`config.mk`:
```
export PLATFORM = sky130hd
export DESIGN_NAME = spi_autopoll
export DESIGN_NICKNAME = d
export VERILOG_FILES = /design/src/rtl/spi_ap_pkg.sv /design/src/rtl/spi_ap_budget.sv /design/src/rtl/spi_ap_seq.sv /design/src/rtl/spi_ap_irq.sv /design/src/rtl/spi_autopoll.sv
export SDC_FILE = /design/constraint.sdc
export NUM_CORES = 1
export LEC_CHECK = 0
export BUFFER_PORTS_ARGS = -buffer_cell sky130_fd_sc_hd__buf_2
export CAP_MARGIN = 20
export CORE_MARGIN = 10
export CORE_UTILIZATION = 59
export CTS_BUF_LIST = sky130_fd_sc_hd__clkbuf_16
export CTS_CLUSTER_SIZE = 14
export DETAILED_ROUTE_END_ITERATION = 8
export PLACE_DENSITY_LB_ADDON = 0.05
export SYNTH_ARGS = -nofsm -noshare
export SYNTH_HDL_FRONTEND = slang
export SYNTH_SLANG_ARGS = --single-unit
```
`constraint.sdc`:
```
create_clock -name clk -period 4.5 [get_ports clk]
set_input_delay 0.9 -clock clk [delete_from_list [all_inputs] [get_ports clk]]
set_output_delay 0.9 -clock clk [all_outputs]
set_load 0.01 [all_outputs]
```
`src/rtl/spi_ap_pkg.sv`:
```
package spi_ap_pkg;
   localparam int AP_CMD_W      = 8;
   localparam int AP_TMO_W      = 4;
   localparam int AP_OFF_W      = 3;
   localparam int AP_CMD_LSB    = 0;
   localparam int AP_TMO_LSB    = 16;
   localparam int AP_OFF_LSB    = 24;
   localparam int AP_CMP_BIT    = 30;
   localparam int AP_GO_BIT     = 31;
   localparam int AP_NSRC       = 3;
   localparam int AP_SRC_TRAN   = 0;
   localparam int AP_SRC_MATCH  = 1;
   localparam int AP_SRC_TMO    = 2;
   localparam int AP_BASE_TRIES = 31;
   localparam int AP_BASE_W     = 5;

   typedef enum logic [2:0] {
      AP_IDLE = 3'd0,
      AP_SEL  = 3'd1,
      AP_XFER = 3'd2,
      AP_WAIT = 3'd3,
      AP_GAP  = 3'd4
   } ap_state_t;

   typedef struct packed {
      logic                cmp;
      logic [AP_OFF_W-1:0] off;
      logic [AP_TMO_W-1:0] tmo;
      logic [AP_CMD_W-1:0] cmd;
   } ap_cfg_t;
endpackage

```
`src/rtl/spi_ap_budget.sv`:
```
module spi_ap_budget
   import spi_ap_pkg::*;
#(
   parameter int CLKSEL_W  = 3,
   parameter int MAX_SHIFT = 20,
   localparam int CNT_W    = AP_BASE_W + MAX_SHIFT
) (
   input  logic [CLKSEL_W-1:0] clk_sel,
   input  logic [AP_TMO_W-1:0] tmo,
   output logic [CNT_W-1:0]    limit
);
   localparam int SUM_W = ((CLKSEL_W > AP_TMO_W) ? CLKSEL_W : AP_TMO_W) + 1;

   logic [SUM_W-1:0] sum;
   logic [SUM_W-1:0] shift;

   assign sum = SUM_W'(clk_sel) + SUM_W'(tmo);

   generate
      if (MAX_SHIFT >= (1 << SUM_W) - 1) begin : g_no_clamp
         assign shift = sum;
      end else begin : g_clamp
         assign shift = (int'(sum) > MAX_SHIFT) ? SUM_W'(MAX_SHIFT) : sum;
      end
   endgenerate

   assign limit = CNT_W'(AP_BASE_TRIES) << shift;

   initial begin
      assert (MAX_SHIFT >= 1 && MAX_SHIFT <= 26);
      assert (CLKSEL_W >= 1 && CLKSEL_W <= 4);
   end
endmodule

```
`src/rtl/spi_ap_seq.sv`:
```
module spi_ap_seq
   import spi_ap_pkg::*;
#(
   parameter int CNT_W = 25
) (
   input  logic                clk,
   input  logic                rst_n,
   input  logic                go,
   input  logic [CNT_W-1:0]    limit_in,
   input  logic [AP_CMD_W-1:0] cmd,
   input  logic [AP_OFF_W-1:0] off,
   input  logic                cmp,
   input  logic                xfer_done,
   input  logic [AP_CMD_W-1:0] xfer_rx,
   output logic                busy,
   output logic                cs_n,
   output logic                xfer_start,
   output logic [AP_CMD_W-1:0] xfer_tx,
   output logic                ev_tran,
   output logic                ev_match,
   output logic                ev_tmo
);
   ap_state_t        st;
   logic [CNT_W-1:0] cnt;
   logic [CNT_W-1:0] lim_q;
   logic             hit;
   logic             last;

   assign hit  = (xfer_rx[off] == cmp);
   assign last = (cnt == lim_q - CNT_W'(1));

   always_ff @(posedge clk or negedge rst_n) begin
      if (!rst_n) begin
         st    <= AP_IDLE;
         cnt   <= '0;
         lim_q <= '0;
      end else begin
         unique case (st)
            AP_IDLE: if (go) begin
               st    <= AP_SEL;
               cnt   <= '0;
               lim_q <= limit_in;
            end
            AP_SEL:  st <= AP_XFER;
            AP_XFER: st <= AP_WAIT;
            AP_WAIT: if (xfer_done) begin
               cnt <= cnt + CNT_W'(1);
               st  <= (hit || last) ? AP_IDLE : AP_GAP;
            end
            AP_GAP:  st <= AP_SEL;
            default: st <= AP_IDLE;
         endcase
      end
   end

   assign busy       = (st != AP_IDLE);
   assign cs_n       = !((st == AP_SEL) || (st == AP_XFER) || (st == AP_WAIT));
   assign xfer_start = (st == AP_XFER);
   assign xfer_tx    = cmd;
   assign ev_tran    = (st == AP_WAIT) && xfer_done;
   assign ev_match   = ev_tran && hit;
   assign ev_tmo     = ev_tran && !hit && last;

   assert_start_selected_R2: assert property (@(posedge clk) disable iff (!rst_n)
      xfer_start |-> !cs_n);
   assert_start_single_R2: assert property (@(posedge clk) disable iff (!rst_n)
      xfer_start |=> !xfer_start);
   assert_stop_on_match_R3: assert property (@(posedge clk) disable iff (!rst_n)
      ev_match |=> !busy);
   assert_count_bound_R4: assert property (@(posedge clk) disable iff (!rst_n)
      busy |-> (cnt < lim_q));
   assert_stop_on_tmo_R4: assert property (@(posedge clk) disable iff (!rst_n)
      ev_tmo |=> !busy);
   assert_cs_gap_R6: assert property (@(posedge clk) disable iff (!rst_n)
      (ev_tran && !ev_match && !ev_tmo) |=> cs_n);
   assert_no_restart_R7: assert property (@(posedge clk) disable iff (!rst_n)
      (busy && go) |=> $stable(lim_q));
endmodule

```
`src/rtl/spi_ap_irq.sv`:
```
module spi_ap_irq #(
   parameter int NSRC     = 3,
   parameter bit SET_WINS = 1'b1
) (
   input  logic            clk,
   input  logic            rst_n,
   input  logic [NSRC-1:0] ev,
   input  logic [NSRC-1:0] ack,
   input  logic [NSRC-1:0] mask,
   output logic [NSRC-1:0] stat,
   output logic            irq
);
   for (genvar i = 0; i < NSRC; i++) begin : g_src
      if (SET_WINS) begin : g_set_first
         always_ff @(posedge clk or negedge rst_n) begin
            if (!rst_n)     stat[i] <= 1'b0;
            else if (ev[i]) stat[i] <= 1'b1;
            else if (ack[i]) stat[i] <= 1'b0;
         end
         assert_set_wins_R9: assert property (@(posedge clk) disable iff (!rst_n)
            ev[i] |=> stat[i]);
      end else begin : g_ack_first
         always_ff @(posedge clk or negedge rst_n) begin
            if (!rst_n)      stat[i] <= 1'b0;
            else if (ack[i]) stat[i] <= 1'b0;
            else if (ev[i])  stat[i] <= 1'b1;
         end
      end
      assert_ack_clears_R9: assert property (@(posedge clk) disable iff (!rst_n)
         (ack[i] && !ev[i]) |=> !stat[i]);
   end

   assign irq = |(stat & ~mask);

   initial assert (NSRC >= 1);
endmodule

```
`src/rtl/spi_autopoll.sv`:
```
module spi_autopoll
   import spi_ap_pkg::*;
#(
   parameter int CLKSEL_W  = 3,
   parameter int MAX_SHIFT = 20,
   parameter bit SET_WINS  = 1'b1
) (
   input  logic                clk,
   input  logic                rst_n,
   input  logic [CLKSEL_W-1:0] clk_sel,
   input  logic                cfg_we,
   input  logic [31:0]         cfg_wdata,
   output logic [31:0]         cfg_rd,
   input  logic [AP_NSRC-1:0]  int_mask,
   input  logic [AP_NSRC-1:0]  int_ack,
   output logic [AP_NSRC-1:0]  int_stat,
   output logic                irq,
   output logic                cs_n,
   output logic                xfer_start,
   output logic [AP_CMD_W-1:0] xfer_tx,
   input  logic                xfer_done,
   input  logic [AP_CMD_W-1:0] xfer_rx
);
   localparam int CNT_W = AP_BASE_W + MAX_SHIFT;

   ap_cfg_t            cfg_q;
   ap_cfg_t            cfg_new;
   logic               busy;
   logic               go;
   logic [CNT_W-1:0]   limit;
   logic               ev_tran, ev_match, ev_tmo;
   logic [AP_NSRC-1:0] ev;
   logic               unused_wbits;

   assign cfg_new.cmd = cfg_wdata[AP_CMD_LSB +: AP_CMD_W];
   assign cfg_new.tmo = cfg_wdata[AP_TMO_LSB +: AP_TMO_W];
   assign cfg_new.off = cfg_wdata[AP_OFF_LSB +: AP_OFF_W];
   assign cfg_new.cmp = cfg_wdata[AP_CMP_BIT];
   assign go          = cfg_we && cfg_wdata[AP_GO_BIT];
   assign unused_wbits = ^{cfg_wdata[29:27], cfg_wdata[23:20], cfg_wdata[15:8]};

   always_ff @(posedge clk or negedge rst_n) begin
      if (!rst_n)                cfg_q <= '0;
      else if (cfg_we && !busy)  cfg_q <= cfg_new;
   end

   always_comb begin
      cfg_rd = '0;
      cfg_rd[AP_CMD_LSB +: AP_CMD_W] = cfg_q.cmd;
      cfg_rd[AP_TMO_LSB +: AP_TMO_W] = cfg_q.tmo;
      cfg_rd[AP_OFF_LSB +: AP_OFF_W] = cfg_q.off;
      cfg_rd[AP_CMP_BIT]             = cfg_q.cmp;
      cfg_rd[AP_GO_BIT]              = busy;
   end

   spi_ap_budget #(
      .CLKSEL_W  (CLKSEL_W),
      .MAX_SHIFT (MAX_SHIFT)
   ) u_budget (
      .clk_sel (clk_sel),
      .tmo     (cfg_new.tmo),
      .limit   (limit)
   );

   spi_ap_seq #(
      .CNT_W (CNT_W)
   ) u_seq (
      .clk        (clk),
      .rst_n      (rst_n),
      .go         (go),
      .limit_in   (limit),
      .cmd        (cfg_q.cmd),
      .off        (cfg_q.off),
      .cmp        (cfg_q.cmp),
      .xfer_done  (xfer_done),
      .xfer_rx    (xfer_rx),
      .busy       (busy),
      .cs_n       (cs_n),
      .xfer_start (xfer_start),
      .xfer_tx    (xfer_tx),
      .ev_tran    (ev_tran),
      .ev_match   (ev_match),
      .ev_tmo     (ev_tmo)
   );

   always_comb begin
      ev               = '0;
      ev[AP_SRC_TRAN]  = ev_tran;
      ev[AP_SRC_MATCH] = ev_match;
      ev[AP_SRC_TMO]   = ev_tmo;
   end

   spi_ap_irq #(
      .NSRC     (AP_NSRC),
      .SET_WINS (SET_WINS)
   ) u_irq (
      .clk   (clk),
      .rst_n (rst_n),
      .ev    (ev),
      .ack   (int_ack),
      .mask  (int_mask),
      .stat  (int_stat),
      .irq   (irq)
   );

   assert_cfg_hold_R7: assert property (@(posedge clk) disable iff (!rst_n)
      (cfg_we && busy) |=> $stable(cfg_q));
   assert_idle_released_R1: assert property (@(posedge clk) disable iff (!rst_n)
      !busy |-> (cs_n && !xfer_start));
   assert_write_no_start_R10: assert property (@(posedge clk) disable iff (!rst_n)
      (cfg_we && !cfg_wdata[AP_GO_BIT] && !busy) |=> !busy);
endmodule

```
==> flow_summary.json <==
{
  "status": "finished, final reports clean",
  "path_buf_inv": 0,
  "route.detailed.drc": 0,
  "num_rows": 31,
  "grt_antenna_before_repair": 0,
  "netlist_instances": 490,
  "routed-wl-met3_um": 617,
  "power_density_mw_per_mm2": 650,
  "cts_buffers": 9,
  "crit_cells": 7,
  "fmax_mhz": 321,
  "die_w_um": 107,
  "power.total_w": 0.00330,
  "tns_ps": 0,
  "clk_path_buf_depth": 2,
  "final_common_cell": "dfrtp_1",
  "worstSetupStartpoint": "u_seq.lim_q[0]$_DFFE_PN0P_",
  "dpl.hpwl_um": 8040,
  "drt-met1-wl_um": 4770,
  "wl_per_cell_um": 17.0,
  "reg2reg_slack_ps": 1380,
  "yosysWarnings": 0,
  "worstSetupEndpointType": "flop",
  "worst_pin_slew_ps": 813,
  "r2r_cells": 7,
  "initial_utilization_pct": 61.5,
  "final_cell_mix": "dfrtp_1 (72), buf_2 (69), nand2_1 (58)",
  "slowest_delay_ps": 760,
  "core-area_mm2": 0.00733,
  "startpoint_type": "flop",
  "routabilityCongestion": 0.900,
  "fin_area_mm2": 0.00507,
  "yosysUniqueCellTypes": 62,
  "syn_to_final_growth_pct": 12.5,
  "skew_ps": 5.93,
  "reg2reg_from": "u_seq.lim_q[0]$_DFFE_PN0P_",
  "num_antenna_cells": 0,
  "ir_drop_v": 0.000375,
  "drt_iter0_drc": 185,
  "design.die.area_mm2": 0.0115,
  "crit_family": "simple AND/OR/NAND/NOR gates",
  "drt.antenna.violating_nets": 0,
  "slew_headroom_pct": 45.4,
  "final-hold-violation-count": 0,
  "worstPathCellList": "or4_1 > nor4_4 > nand3_1 > a21o_1 > o21ai_0 > nand3_1 > o21a_1",
  "clk_latency_ps": 330,
  "crit_slowest_cell": "or4_1",
  "syn_area_mm2": 0.00451,
  "fin_nets": 598,
  "hold_path_class": "reg -> reg",
  "io_pins": 99,
  "synthArstFlopShare_pct": 100,
  "ys_ff_latch": 72,
  "via_count": 3803,
  "cp_max_fo": 12,
  "cts.sink_count": 72,
  "io_buffers": 68,
  "drv_slew": 0,
  "crit_end": "u_seq.st[2]$_DFFE_PN0P_",
  "clkTransAtPathRegs_ps": 60,
  "final_layout_size_suffix_gt1_share_pct": 21.9,
  "cts_resized": 0,
  "maxCapViolations": 0,
  "rsz0062_at_grt": "no",
  "critical_path_arrival_ps": 3340,
  "required_ps": 4720,
  "synth_area_per_cell_um2": 9.21,
  "grt_max_degree": 49,
  "r2r-end": "u_seq.st[2]$_DFFE_PN0P_",
  "grt_pass1_vias": 3662,
  "crit_type": "reg -> reg",
  "finalCriticalPeriod_ps": 3120,
  "overflow": 0,
  "root_buffer": "clkbuf_16",
  "dr_wl_met2_um": 5280,
  "placed_area_mm2": 0.00475,
  "yosysSeqAreaShare_pct": 39.9,
  "h-tree-depth": 3,
  "drt_wl_total_um": 10900,
  "grt_pass1_wl_um": 17800,
  "vias_per_cell": 5.91,
  "cts_tree": "built",
  "top_layer": "met4",
  "setup_violations": 0,
  "synth_edf_count": 0,
  "ys.flop_type": "dfrtp_1",
  "leakagePower_nw": 2.26,
  "postCtsSetupRepairBufs": 0,
  "drt_first_pass_iters": 5,
  "chipHeight_um": 107,
  "min_period_over_period_pct": 69.3,
  "holdBufCountCts": 0,
  "track_usage_pct": 19.1,
  "timing.critical_path.mode_cell": "nand3_1"
}
[logic make-up after synthesis]
logic type | synth area share, %
and+or+nand+nor | 21.1
other | 0.0831
DFF | 39.9
muxes | 6.10
AOI/OAI and AO/OA | 14.9
buffers and inverters | 7.46
xor gates and xnor gates | 8.54
adders and majority gates | 1.83
[cell type report]
class,count,area [um2]
multi-input cells,373,2430
clock buffers,9,225
repair buffers,73,388
flip-flops and latches,72,1800
clock inverters,7,71.3
well taps,99,124
inverters,10,37.5
fillers,583,2260
[synthesized netlist by cell type (all sizes together), types with 3 or more instances]
master  instances  area [um2]
a211oi          5        37.5
a21o            5        37.5
a21oi          12        60.1
a221oi          3        26.3
a22o            3        26.3
a31oi           6        37.5
and2            4        25.0
and3            6        38.8
buf            32         235
clkbuf         17        63.8
dfrtp          72        1800
ha              5        62.6
inv            10        37.5
mux2           16         180
mux2i           5        50.1
nand2          58         218
nand2b          4        25.0
nand3          21         105
nand4          11        68.8
nor2           34         128
nor3            9        45.0
nor3b           4        35.0
nor4           11         118
o211ai          3        22.5
o21a            3        22.5
o21ai          39         195
o22ai           5        31.3
o31ai           5        37.5
o32ai           4        35.0
or3             3        18.8
or4             6        53.8
xnor2          21         184
xor2           23         201
[registers in the layout, summed over array words and instances, names as in the netlist]
name,count
u_seq.cnt,25
u_seq.lim_q,25
cfg_rd,16
u_irq.stat,3
u_seq.st,3
[through the flow]
stage / worst slack, ps / cells / utilization [%] / hold WS, ps
5_1_grt: 1210 / 643 / 69.2 / 535
4_1_cts: 1400 / 641 / 68.9 / 507
6_report: 1380 / 643 / 69.2 / 501
3_5_place_dp: 1390 / 625 / 64.8 / 493
2_1_floorplan: 1740 / 504 / - / 487
3_3_place_gp: 1430 / 625 / 64.8 / 486
[worst reg2reg max path, stage by stage, from the launching register on]
cell,delay [ps]
dfrtp_1,460
or4_1,770
nor4_4,640
nand3_1,180
a21o_1,220
o21ai_0,390
nand3_1,140
o21a_1,200
[per-layer routing]
metal | global-route usage (%) | up-vias
met2 | 32.2 | 118
li1 | - | 1835
met3 | 3.17 | 25
met4 | 8.30 | 0
met5 | 0 | -
met1 | 23.7 | 1825
[how the worst min path moves through the flow]
| stage | cells after the start | startpoint | to | slack (ps) |
|---|---|---|---|---|
| after CTS | 1 | cfg_rd[16]$_DFFE_PN0P_ | cfg_rd[16]$_DFFE_PN0P_ | 510 |
| after global routing | 1 | cfg_rd[17]$_DFFE_PN0P_ | cfg_rd[17]$_DFFE_PN0P_ | 530 |
| after global placement | 1 | cfg_rd[19]$_DFFE_PN0P_ | cfg_rd[19]$_DFFE_PN0P_ | 490 |
| final | 1 | cfg_rd[16]$_DFFE_PN0P_ | cfg_rd[16]$_DFFE_PN0P_ | 500 |
| after floorplan | 1 | u_seq.cnt[21]$_DFFE_PN0P_ | u_seq.cnt[21]$_DFFE_PN0P_ | 490 |
| after detailed placement | 1 | cfg_rd[19]$_DFFE_PN0P_ | cfg_rd[19]$_DFFE_PN0P_ | 490 |
[report_power, final]
| group | internal, W | switching [W] |
|---|---|---|
| combinational | 0.000642 | 0.000837 |
| sequential | 0.000847 | 0.000269 |
| clock | 0.000428 | 0.000274 |
| total | 0.00192 | 0.00138 |
Note: power is estimated with default switching activity, not from simulation.
